$ cat src/rtl/irq_stat_pkg.sv
package irq_stat_pkg;
  localparam int unsigned STAT_W = 32;
  localparam int unsigned LVL_W  = 7;
  localparam logic [STAT_W-1:0] LEVEL_MAP  = 32'h0000_007F;
  localparam logic [STAT_W-1:0] STICKY_MAP = 32'h131F_0000;
  localparam logic [STAT_W-1:0] WRITE_MAP  = LEVEL_MAP | STICKY_MAP;
endpackage

$ cat src/rtl/irq_sticky_bank.sv
module irq_sticky_bank #(
  parameter int unsigned           W   = 32,
  parameter logic [W-1:0]          MAP = '0
) (
  input  logic         clk_i,
  input  logic         rst_ni,
  input  logic [W-1:0] evt_i,
  input  logic         clr_we_i,
  input  logic [W-1:0] wdata_i,
  output logic [W-1:0] flag_o
);
  logic [W-1:0] flag_q, flag_d;

  for (genvar b = 0; b < W; b++) begin : g_bit
    if (MAP[b]) begin : g_sticky
      // set beats clear
      assign flag_d[b] = evt_i[b] | (flag_q[b] & ~(clr_we_i & wdata_i[b]));
    end else begin : g_none
      assign flag_d[b] = 1'b0;
    end
  end

  always_ff @(posedge clk_i or negedge rst_ni) begin
    if (!rst_ni) flag_q <= '0;
    else         flag_q <= flag_d;
  end

  assign flag_o = flag_q;

  logic unused_evt;
  assign unused_evt = ^(evt_i & ~MAP) ^ ^(wdata_i & ~MAP);
endmodule

$ cat src/rtl/irq_mask_reg.sv
module irq_mask_reg #(
  parameter int unsigned  W   = 32,
  parameter logic [W-1:0] MAP = '0
) (
  input  logic         clk_i,
  input  logic         rst_ni,
  input  logic         we_i,
  input  logic [W-1:0] wdata_i,
  output logic [W-1:0] mask_o
);
  logic [W-1:0] mask_q;

  always_ff @(posedge clk_i or negedge rst_ni) begin
    if (!rst_ni)   mask_q <= '0;
    else if (we_i) mask_q <= wdata_i & MAP;
  end

  assign mask_o = mask_q;
endmodule

$ cat src/rtl/irq_combine.sv
module irq_combine #(
  parameter int unsigned  W     = 32,
  parameter int unsigned  LW    = 7,
  parameter logic [W-1:0] L_MAP = '0
) (
  input  logic          clk_i,
  input  logic          rst_ni,
  input  logic [LW-1:0] lvl_i,
  input  logic [W-1:0]  sticky_i,
  input  logic [W-1:0]  mask_i,
  output logic [W-1:0]  raw_o,
  output logic [W-1:0]  masked_o,
  output logic          irq_o
);
  localparam int unsigned PAD_W = W - LW;

  logic [W-1:0] lvl_ext;
  logic         irq_q;

  assign lvl_ext  = {{PAD_W{1'b0}}, lvl_i} & L_MAP;
  assign raw_o    = lvl_ext | sticky_i;
  assign masked_o = raw_o & mask_i;

  always_ff @(posedge clk_i or negedge rst_ni) begin
    if (!rst_ni) irq_q <= 1'b0;
    else         irq_q <= |masked_o;
  end

  assign irq_o = irq_q;
endmodule

$ cat src/rtl/irq_status_unit.sv
module irq_status_unit
  import irq_stat_pkg::*;
#(
  parameter int unsigned           W          = STAT_W,
  parameter int unsigned           LW         = LVL_W,
  parameter logic [STAT_W-1:0]     L_MAP      = LEVEL_MAP,
  parameter logic [STAT_W-1:0]     S_MAP      = STICKY_MAP
) (
  input  logic          clk_i,
  input  logic          rst_ni,
  input  logic [LW-1:0] fifo_lvl_i,
  input  logic [W-1:0]  evt_i,
  input  logic [W-1:0]  wdata_i,
  input  logic          mask_we_i,
  input  logic          clr_we_i,
  output logic [W-1:0]  raw_o,
  output logic [W-1:0]  mask_o,
  output logic [W-1:0]  masked_o,
  output logic          irq_o
);
  localparam logic [W-1:0] WR_MAP = L_MAP | S_MAP;

  logic [W-1:0] sticky;

  irq_sticky_bank #(.W(W), .MAP(S_MAP)) u_sticky (
    .clk_i, .rst_ni,
    .evt_i, .clr_we_i, .wdata_i,
    .flag_o (sticky)
  );

  irq_mask_reg #(.W(W), .MAP(WR_MAP)) u_mask (
    .clk_i, .rst_ni,
    .we_i    (mask_we_i),
    .wdata_i,
    .mask_o
  );

  irq_combine #(.W(W), .LW(LW), .L_MAP(L_MAP)) u_comb (
    .clk_i, .rst_ni,
    .lvl_i    (fifo_lvl_i),
    .sticky_i (sticky),
    .mask_i   (mask_o),
    .raw_o,
    .masked_o,
    .irq_o
  );
endmodule

$ cat config.mk
export PLATFORM = sky130hd
export DESIGN_NAME = irq_status_unit
export DESIGN_NICKNAME = d
export VERILOG_FILES = /design/src/rtl/irq_stat_pkg.sv /design/src/rtl/irq_sticky_bank.sv /design/src/rtl/irq_mask_reg.sv /design/src/rtl/irq_combine.sv /design/src/rtl/irq_status_unit.sv
export SDC_FILE = /design/constraint.sdc
export NUM_CORES = 1
export LEC_CHECK = 0
export ABC_AREA = 1
export BUFFER_PORTS_ARGS = -buffer_cell sky130_fd_sc_hd__buf_2
export CORE_MARGIN = 2
export CORE_UTILIZATION = 31
export DETAILED_ROUTE_END_ITERATION = 10
export PLACE_DENSITY = 0.83
export SYNTH_ARGS = -nofsm -noshare
export SYNTH_HDL_FRONTEND = slang
export SYNTH_SLANG_ARGS = --single-unit
$ cat constraint.sdc
create_clock -name clk_i -period 0.8 [get_ports clk_i]
set_input_delay 0.04 -clock clk_i [delete_from_list [all_inputs] [get_ports clk_i]]
set_output_delay 0.04 -clock clk_i [all_outputs]
set_load 0.01 [all_outputs]
==> results.toml, run 1 <==
[outcome]
status = "finished with violations"
failed_checks = "negative setup slack"

[worst_setup_path]
cp_data_required_time_ps = 760
cpMaxStageDelayCell = "dfrtp_1"
startpoint_type = "flop"
r2r_end = "u_comb.irq_o$_DFF_PN0_"
path_cells = "nand2_2, buf_6, inv_2, buf_6"
r2r_slack_ps = -180
cp.buffers_inverters = 3
cp.depth = 4
cp_max_fo = 2
worst-setup-path-type = "flop to primary output"
critPathMaxStageDelay_ps = 420
timing.rr.start = "u_mask.mask_o[20]$_DFFE_PN0P_"
arrival_ps = 1000
reg2reg_depth = 7
critPathTopFamily = "flip-flops"
startpoint = "u_mask.mask_o[19]$_DFFE_PN0P_"
setup.worst_path.end = "masked_o[19]"
worst_path_most_repeated_cell = "buf_6"
end_kind = "primary output"

[timing]
finalHoldViolCount = 0
fin_crit_ps = 1040
hold_ws_ps = 3.46
clock-skew-final_ps = 1.91
timing.final.ws_setup_ps = -242
fmax_mhz = 960
setup_violations = 53
worst_pin_slew_ps = 566
slew-limit-headroom_pct = 62.3
drv_slew = 0
rsz0062_at_grt = "true"
setup_tns_ps = -7080
fin_crit_sh_pct = 130

[placed_design]
dp_hpwl_um = 2810
io_buffers = 79
dpl_cell_area_um2 = 1910
place.gp.congestion = 0.678

[floorplan]
io_pins = 172
die_w_um = 74.9
rows = 25
core_um2 = 4790
dieArea_um2 = 5610
die_h_um = 74.9
start_util_pct = 32.5

[detailed_routing]
vias_per_cell = 3.76
drt_iter0_markers = 11
drc = 0
post_drt_wl_per_cell_um = 11.4
route.vias.total = 1310
routed_wirelength_um = 3970
ant_nets = 0
dr.pass1.iters = 4

[yosys]
ys_seq_area_share_pct = 38.6
syn_area_per_cell_um2 = 9.38
yosys_warnings = 0
yosysUniqueCellTypes = 13
synth.area.top_cells = "dfrtp_1 (39%), buf_4 (28%), mux2_4 (9.6%), nand2_1 (8.0%), inv_1 (5.1%)"
ys.flop_type = "dfrtp_1"
synth_seq_cells = 24
synth.most_common_cell = "buf_4"
postSynth.asyncResetShare_pct = 100
synth_enable_flop_cells = 0
syn-cell-area_um2 = 1560
synthTopCellsByCount = "buf_4 (58), nand2_1 (33), dfrtp_1 (24)"
syn-instance-count = 166
synth_top_cell_by_area = "dfrtp_1"
yosysTopAreaCellShare_pct = 38.6

[clock_tree]
clock_latency_ps = 270
clockRootBuffer = "clkbuf_8"
htreeDepth = 1
clkSlewWorstSetupHoldPaths_ps = 80
cts_num_sinks = 24
cts_buffers = 3
clockBufferDepth = 2
cts_tree = "done"

[grt]
grt_max_degree = 25
use_met3_pct = 2.81
use_met2_pct = 26.1
overflow = 0
grt-busiest-layer = "met2"
met1_usage_pct = 15.2
grt_pass1_vias = 1284
antenna_found_initial = 0
grt_pass1_wl_um = 5890
grt_use_total_pct = 13.8

[final_layout]
nets = 357
design_area_um2 = 2500
fillers = 428
antenna_cells = 0
area_growth_pct = 60.5
drive_above_1_share_pct = 54.8

[hold_path]
hold_class = "input port to flop"

[power_and_ir_drop]
p_leak_nw = 1.42
power_density_nw_per_um2 = 1460
ir_drop_uv = 1200

[run]
cap_viol_max_count = 0
[report_power, final]
| part | switching [W] | leakage [nW] | internal [W] |
|---|---|---|---|
| combinational | 0.000611 | 1.13 | 0.000789 |
| sequential | 0.0000974 | 0.264 | 0.00132 |
| clock | 0.000387 | 0.0288 | 0.000439 |
| total | 0.00110 | 1.42 | 0.00254 |
[how the worst min path moves through the flow]
stage | from | end | slack (ps) | cells past startpoint
6_report | wdata_i[4] | u_mask.mask_o[4]$_DFFE_PN0P_ | 3 | 2
5_1_grt | wdata_i[4] | u_mask.mask_o[4]$_DFFE_PN0P_ | 3 | 2
4_1_cts | wdata_i[4] | u_mask.mask_o[4]$_DFFE_PN0P_ | 3 | 2
3_5_place_dp | rst_ni | u_sticky.flag_o[20]$_DFF_PN0_ | 60 | 1
3_3_place_gp | rst_ni | u_sticky.flag_o[20]$_DFF_PN0_ | 50 | 1
2_1_floorplan | rst_ni | u_comb.irq_o$_DFF_PN0_ | -260 | 0
[timing repair]
item | in CTS | in global routing
setup buffers | 10 | 2
pin swaps | 10 | 16
gates resized for setup | 43 | 37
setup endpoints to repair | 44 | 61
hold buffers | 13 | 0
endpoints found under the hold margin | 36 | 0
cloned | 0 | 0
[cell families after synthesis]
kind of cell	share of synthesized area (%)
buffers and inverters	35.3
AOI/OAI and AO/OA	3.86
and+or+nand+nor	8.75
other	0.241
DFF	38.6
muxes	13.3
[layer usage]
| layer | wire length, µm | vias up |
|---|---|---|
| met5 | 0 | - |
| met4 | 73 | 0 |
| met3 | 295 | 7 |
| met2 | 2170 | 71 |
| met1 | 1430 | 610 |
| li1 | - | 622 |
[stage by stage]
stage	util, %	total power (W)	cells	setup slack (ps)
after detailed placement	40.0	0.00237	319	-124
final	52.2	0.00364	348	-242
after floorplan	-	0.00211	216	-56.5
after global routing	52.2	0.00384	348	-290
after CTS	49.5	0.00353	346	-248
after global placement	40.0	0.00234	319	-108
[final cells by class]
cell class / count / area [µm²] / share of cell area [%]
multi-input cells: 110 / 629 / 25.2
well taps: 67 / 83.8 / 3.35
clock buffers: 4 / 55.1 / 2.20
flip-flops and latches: 24 / 601 / 24.0
repair buffers: 122 / 1050 / 42.0
inverters: 21 / 81.3 / 3.25
[flip-flops by register name (all words and copies together), names as in the netlist]
| name | cells |
|---|---|
| u_mask.mask_o | 15 |
| u_comb.irq_o | 1 |
| u_sticky.flag_o | 8 |
[placed cells by master, fill, tap and decap left out, types with 2 or more instances in the layout]
| cell | netlist | routed |
|---|---|---|
| clkbuf_8 | 0 | 4 |
| mux2_2 | 5 | 5 |
| buf_6 | 1 | 53 |
| inv_1 | 21 | 9 |
| nand2_2 | 0 | 13 |
| buf_12 | 1 | 2 |
| a21o_1 | 8 | 8 |
| buf_4 | 58 | 5 |
| buf_2 | 1 | 49 |
| conb_1 | 1 | 51 |
| dlygate4sd3_1 | 0 | 13 |
| mux2_4 | 10 | 10 |
| inv_2 | 0 | 11 |
| dfrtp_1 | 24 | 24 |
| nand2_1 | 33 | 20 |
[worst reg2reg max path: stages (launching register included)]
cell     delay, ps
dfrtp_1        410
nand2_2         90
buf_4          100
nand2_1         40
inv_1           60
nand2_2         50
nor2_2          80
nand2_1         60
Note: power is estimated with default switching activity, not from simulation.
==> run 2, diff against run 1 <==
Settings changed: CELL_PAD_IN_SITES_DETAIL_PLACEMENT from default to 1, CELL_PAD_IN_SITES_GLOBAL_PLACEMENT from default to 2, CORE_UTILIZATION 31 to 15.
==> run 2 against run 1 <==
The flow still finishes with violations (negative setup slack). Maximum frequency rose by 1.6%. Largest power group unchanged. Worst setup slack better by 17 ps. Final cell count is 21% higher. Clock power up 35%. Critical endpoint is now masked_o[18].
==> results.toml, run 2 (synthesized netlist as in run 1, its figures left out) <==
[worst_setup_path]
startpoint_type = "flop"
path_cells = "nand2_2, buf_4, inv_2, buf_6"
critPathTopFamily = "flip-flops"
cp_data_required_time_ps = 760
critPathMaxStageDelay_ps = 400
worst-setup-path-type = "flop to primary output"
end_kind = "primary output"
cp_max_fo = 2
arrival_ps = 980
cp.buffers_inverters = 3
cpMaxStageDelayCell = "dfrtp_1"

[detailed_routing]
routed_wirelength_um = 4890
route.vias.total = 1352
drt_iter0_markers = 40
drc = 0
ant_nets = 0
post_drt_wl_per_cell_um = 11.6
dr.pass1.iters = 4
vias_per_cell = 3.21

[timing]
hold_ws_ps = 10.9
timing.final.ws_setup_ps = -225
setup_violations = 55
finalHoldViolCount = 0
fin_crit_ps = 1020
fmax_mhz = 976
fin_crit_sh_pct = 128
clock-skew-final_ps = 3.91
rsz0062_at_grt = "true"
drv_slew = 0

[power_and_ir_drop]
ir_drop_uv = 544
power.share.sequential_pct = 35.9
clockPowerShare_pct = 28.5
power_density_nw_per_um2 = 1500
combPwrFrac_pct = 35.5
p_sw_w = 0.00115
p_sw_share_pct = 29.5
p_leak_nw = 1.44
p_int_w = 0.00275

[floorplan]
start_util_pct = 15.3
dieArea_um2 = 11200
die_h_um = 106
rows = 37
io_pins = 172
core_um2 = 10200
die_w_um = 106

[final_layout]
final_common_cell = "buf_2"
multi_input_area_um2 = 624
design_area_um2 = 2610
area_growth_pct = 67.5
largest_reg_flops = 15
drive_above_1_share_pct = 49.8
antenna_cells = 0
fillers = 1202
register_area_um2 = 601
layout_common_cells = "buf_2 (52), conb_1 (51), buf_6 (47)"
nets = 361

[grt]
grt_pass1_vias = 1390
grt_pass1_wl_um = 7180
antenna_found_initial = 0
overflow = 0
grt_max_degree = 25
grt_use_total_pct = 8.32

[outcome]
status = "finished with violations"
failed_checks = "negative setup slack"

[placed_design]
place.gp.congestion = 0.657
io_buffers = 79
dp_hpwl_um = 3370
dpl_cell_area_um2 = 2030

[clock_tree]
htreeDepth = 1
cts_tree = "done"
cts_buffers = 3
cts_num_sinks = 24
clkSlewWorstSetupHoldPaths_ps = 100
clockBufferDepth = 2
clock_latency_ps = 270
clockRootBuffer = "clkbuf_8"

[hold_path]
hold_class = "input port to flop"

[run]
cap_viol_max_count = 0
## run 2: cell types whose count changed in the layout (fill, tap and decap cells not counted), moves of 3 or more
cell	before	now
buf_2	49	52
nand2_1	20	24
dlygate4sd3_1	13	19
inv_1	9	15
inv_2	11	6
nand2_2	13	9
buf_6	53	47
## run 2: metal layers
layer / up-vias / routed length [µm] / GRT usage [%] / share of wire (%)
li1: 629 / - / - / -
met1: 646 / 1790 / 8.86 / 36
met2: 75 / 2710 / 16.2 / 55
met3: 2 / 349 / 1.59 / 7.1
met4: 0 / 47 / 2.82 / 0.96
met5: - / 0 / 0 / 0
## run 2: final cells by class
class                           count  share of cell area, %
Clock inverter                      1                   1.15
Multi-Input combinational cell    110                   23.9
Timing Repair Buffer              126                   40.8
Clock buffer                        3                   1.58
Inverter                           21                   3.02
Sequential cell                    24                   23.0
Tap cell                          136                   6.52
## run 2: timing repair
action | 4_1_cts | 5_1_grt
pin swaps | 15 | 10
setup buffers | 3 | 3
hold buffers | 19 | 0
hold endpoints to repair | 42 | 0
resized for setup | 47 | 18
endpoints found under the setup margin | 55 | 58
## run 2: through the flow
stage | utilization [%] | power, W | setup WS, ps | cells | setup TNS (ps)
global route | 25.6 | 0.00416 | -288 | 421 | -10110
CTS | 24.8 | 0.00389 | -248 | 418 | -7840
finish | 25.6 | 0.00391 | -225 | 421 | -7570
floorplan | - | 0.00211 | -56.5 | 216 | -56.5
detailed placement | 19.9 | 0.00242 | -251 | 392 | -1020
global placement | 19.9 | 0.00240 | -234 | 392 | -870
## run 2: worst paths after layout
kind	startpoint	to	slack, ps	depth (start not counted)
max	u_mask.mask_o[18]$_DFFE_PN0P_	masked_o[18]	-220	4
min	wdata_i[3]	u_mask.mask_o[3]$_DFFE_PN0P_	10	2
max reg2reg	u_mask.mask_o[18]$_DFFE_PN0P_	u_comb.irq_o$_DFF_PN0_	-160	7
min reg2reg	u_mask.mask_o[1]$_DFFE_PN0P_	u_mask.mask_o[1]$_DFFE_PN0P_	540	1
max in group asynchronous	rst_ni	u_sticky.flag_o[19]$_DFF_PN0_	240	3
min in group asynchronous	rst_ni	u_mask.mask_o[2]$_DFFE_PN0P_	300	3
## run 2: power groups by stage
stage          Clock [W]  Sequential, W  Combinational, W
2_1_floorplan          0        0.00146          0.000646
3_3_place_gp           0        0.00139           0.00100
3_5_place_dp           0        0.00140           0.00102
4_1_cts          0.00118        0.00140           0.00131
5_1_grt          0.00123        0.00142           0.00151
6_report         0.00112        0.00140           0.00139
==> run 3, diff against run 2 <==
Settings changed: BUFFER_PORTS_ARGS -buffer_cell sky130_fd_sc_hd__buf_2 to -buffer_cell sky130_fd_sc_hd__clkbuf_2, MAX_ROUTING_LAYER from default to met4.
==> run 3 against run 2 <==
The run still ends with negative setup slack left. Register-to-register slack barely moved. Via count fell by 1.4%. Worst setup slack improved by 5.4 ps. Routed wire length fell by 1.9%. Flip-flop and latch count did not move. Largest power group is now combinational logic. Critical path depth did not move. First-iteration DRC count fell by 30%.
==> results.toml, run 3 (synthesized netlist as in run 1, its figures left out) <==
[worst_setup_path]
startpoint = "u_sticky.flag_o[18]$_DFF_PN0_"
worst-setup-path-type = "flop to primary output"
end_kind = "primary output"
timing.rr.start = "u_mask.mask_o[19]$_DFFE_PN0P_"
r2r_slack_ps = -170
arrival_ps = 980
r2r_end = "u_comb.irq_o$_DFF_PN0_"
reg2reg_depth = 6
cp_max_fo = 2
cp_data_required_time_ps = 760
startpoint_type = "flop"

[floorplan]
io_pins = 172
start_util_pct = 15.3
die_h_um = 106
core_um2 = 10200
rows = 37
dieArea_um2 = 11200
die_w_um = 106

[timing]
setup_violations = 55
fin_crit_sh_pct = 127
drv_slew = 0
fin_crit_ps = 1020
hold_ws_ps = 11.2
timing.final.ws_setup_ps = -219
fmax_mhz = 981
finalHoldViolCount = 0
clock-skew-final_ps = 0.727
rsz0062_at_grt = "true"

[power_and_ir_drop]
ir_drop_uv = 454
combPwrFrac_pct = 38.7
p_int_w = 0.00255
p_sw_share_pct = 31.0
total_power_w = 0.00370
p_sw_w = 0.00115
power.share.sequential_pct = 38.1
clockPowerShare_pct = 23.2
p_leak_nw = 1.45
power_density_nw_per_um2 = 1410

[final_layout]
area_growth_pct = 67.9
largest_reg_flops = 15
utilization_pct = 25.7
drive_above_1_share_pct = 53.4
layout_common_cells = "conb_1 (51), clkbuf_2 (50), buf_6 (47)"
design_area_um2 = 2620
antenna_cells = 0
final_common_cell = "conb_1"
nets = 357

[clock_tree]
clkSlewWorstSetupHoldPaths_ps = 90
clock_latency_ps = 270
clockBufferDepth = 2
cts_buffers = 3
cts_num_sinks = 24
cts_tree = "done"
clockRootBuffer = "clkbuf_8"
htreeDepth = 1

[detailed_routing]
post_drt_wl_per_cell_um = 11.5
routed_wirelength_um = 4800
drc = 0
dr.pass1.iters = 2
vias_per_cell = 3.20
ant_nets = 0
route.vias.total = 1333
drt_iter0_markers = 28

[placed_design]
dpl_cell_area_um2 = 2060
dp_slack_ps = -251
io_buffers = 79
place.gp.congestion = 0.655
dp_hpwl_um = 3470

[grt]
antenna_found_initial = 0
overflow = 0
grt_max_degree = 15
grt_use_total_pct = 7.84
grt_pass1_wl_um = 6580
grt_pass1_vias = 1348

[hold_path]
holdPathEnd = "u_mask.mask_o[3]$_DFFE_PN0P_"
hp-start = "wdata_i[3]"
hold_class = "input port to flop"
whs_path_depth = 2

[outcome]
status = "finished with violations"
failed_checks = "negative setup slack"

[run]
cap_viol_max_count = 0
-- run 3: per-stage QoR --
step	setup TNS, ps	instances
2_1_floorplan	-56.5	216
3_3_place_gp	-884	394
3_5_place_dp	-991	394
4_1_cts	-7580	415
5_1_grt	-9570	417
6_report	-7330	417
-- run 3: layout make-up --
cell class                 count  area [µm²]
multi-input combinational    110         641
fill                        1199        7570
tap                          136         170
sequential                    24         601
timing repair buffer         122        1070
clock buffer                   4        55.1
inverter                      21        78.8
-- run 3: how the worst max path moves through the flow --
| stage | to | slack (ps) |
|---|---|---|
| after floorplan | u_comb.irq_o$_DFF_PN0_ | -60 |
| after global placement | u_comb.irq_o$_DFF_PN0_ | -230 |
| after detailed placement | u_comb.irq_o$_DFF_PN0_ | -250 |
| after CTS | masked_o[18] | -230 |
| after global routing | masked_o[18] | -260 |
| final | masked_o[18] | -220 |
-- run 3: power by group through the flow --
stage,clock network (W),registers (W),logic [W]
detailed placement,0,0.00140,0.00105
global route,0.000964,0.00142,0.00155
floorplan,0,0.00146,0.000646
global placement,0,0.00139,0.00103
CTS,0.000920,0.00139,0.00122
finish,0.000857,0.00141,0.00143
-- run 3: worst max-delay path: stages (launching register included) --
cell and delay, ps:
dfrtp_1 400, nand2_2 90, buf_6 90, inv_2 30, buf_6 100
-- run 3: repair_timing --
item / CTS / global route
gates resized for setup: 30 / 75
hold buffers: 15 / 0
setup endpoints to repair: 52 / 59
pin swaps: 9 / 14
buffers inserted: 2 / 2
gates cloned: 0 / 0
endpoints found under the hold margin: 38 / 0
-- run 3: per-layer routing --
| layer | GRT usage [%] | part of all wire [%] | vias up |
|---|---|---|---|
| li1 | - | - | 624 |
| met1 | 8.58 | 37 | 632 |
| met2 | 14.5 | 56 | 75 |
| met3 | 0.920 | 6.1 | 2 |
| met4 | 3.10 | 1.1 | 0 |
| met5 | - | 0 | - |
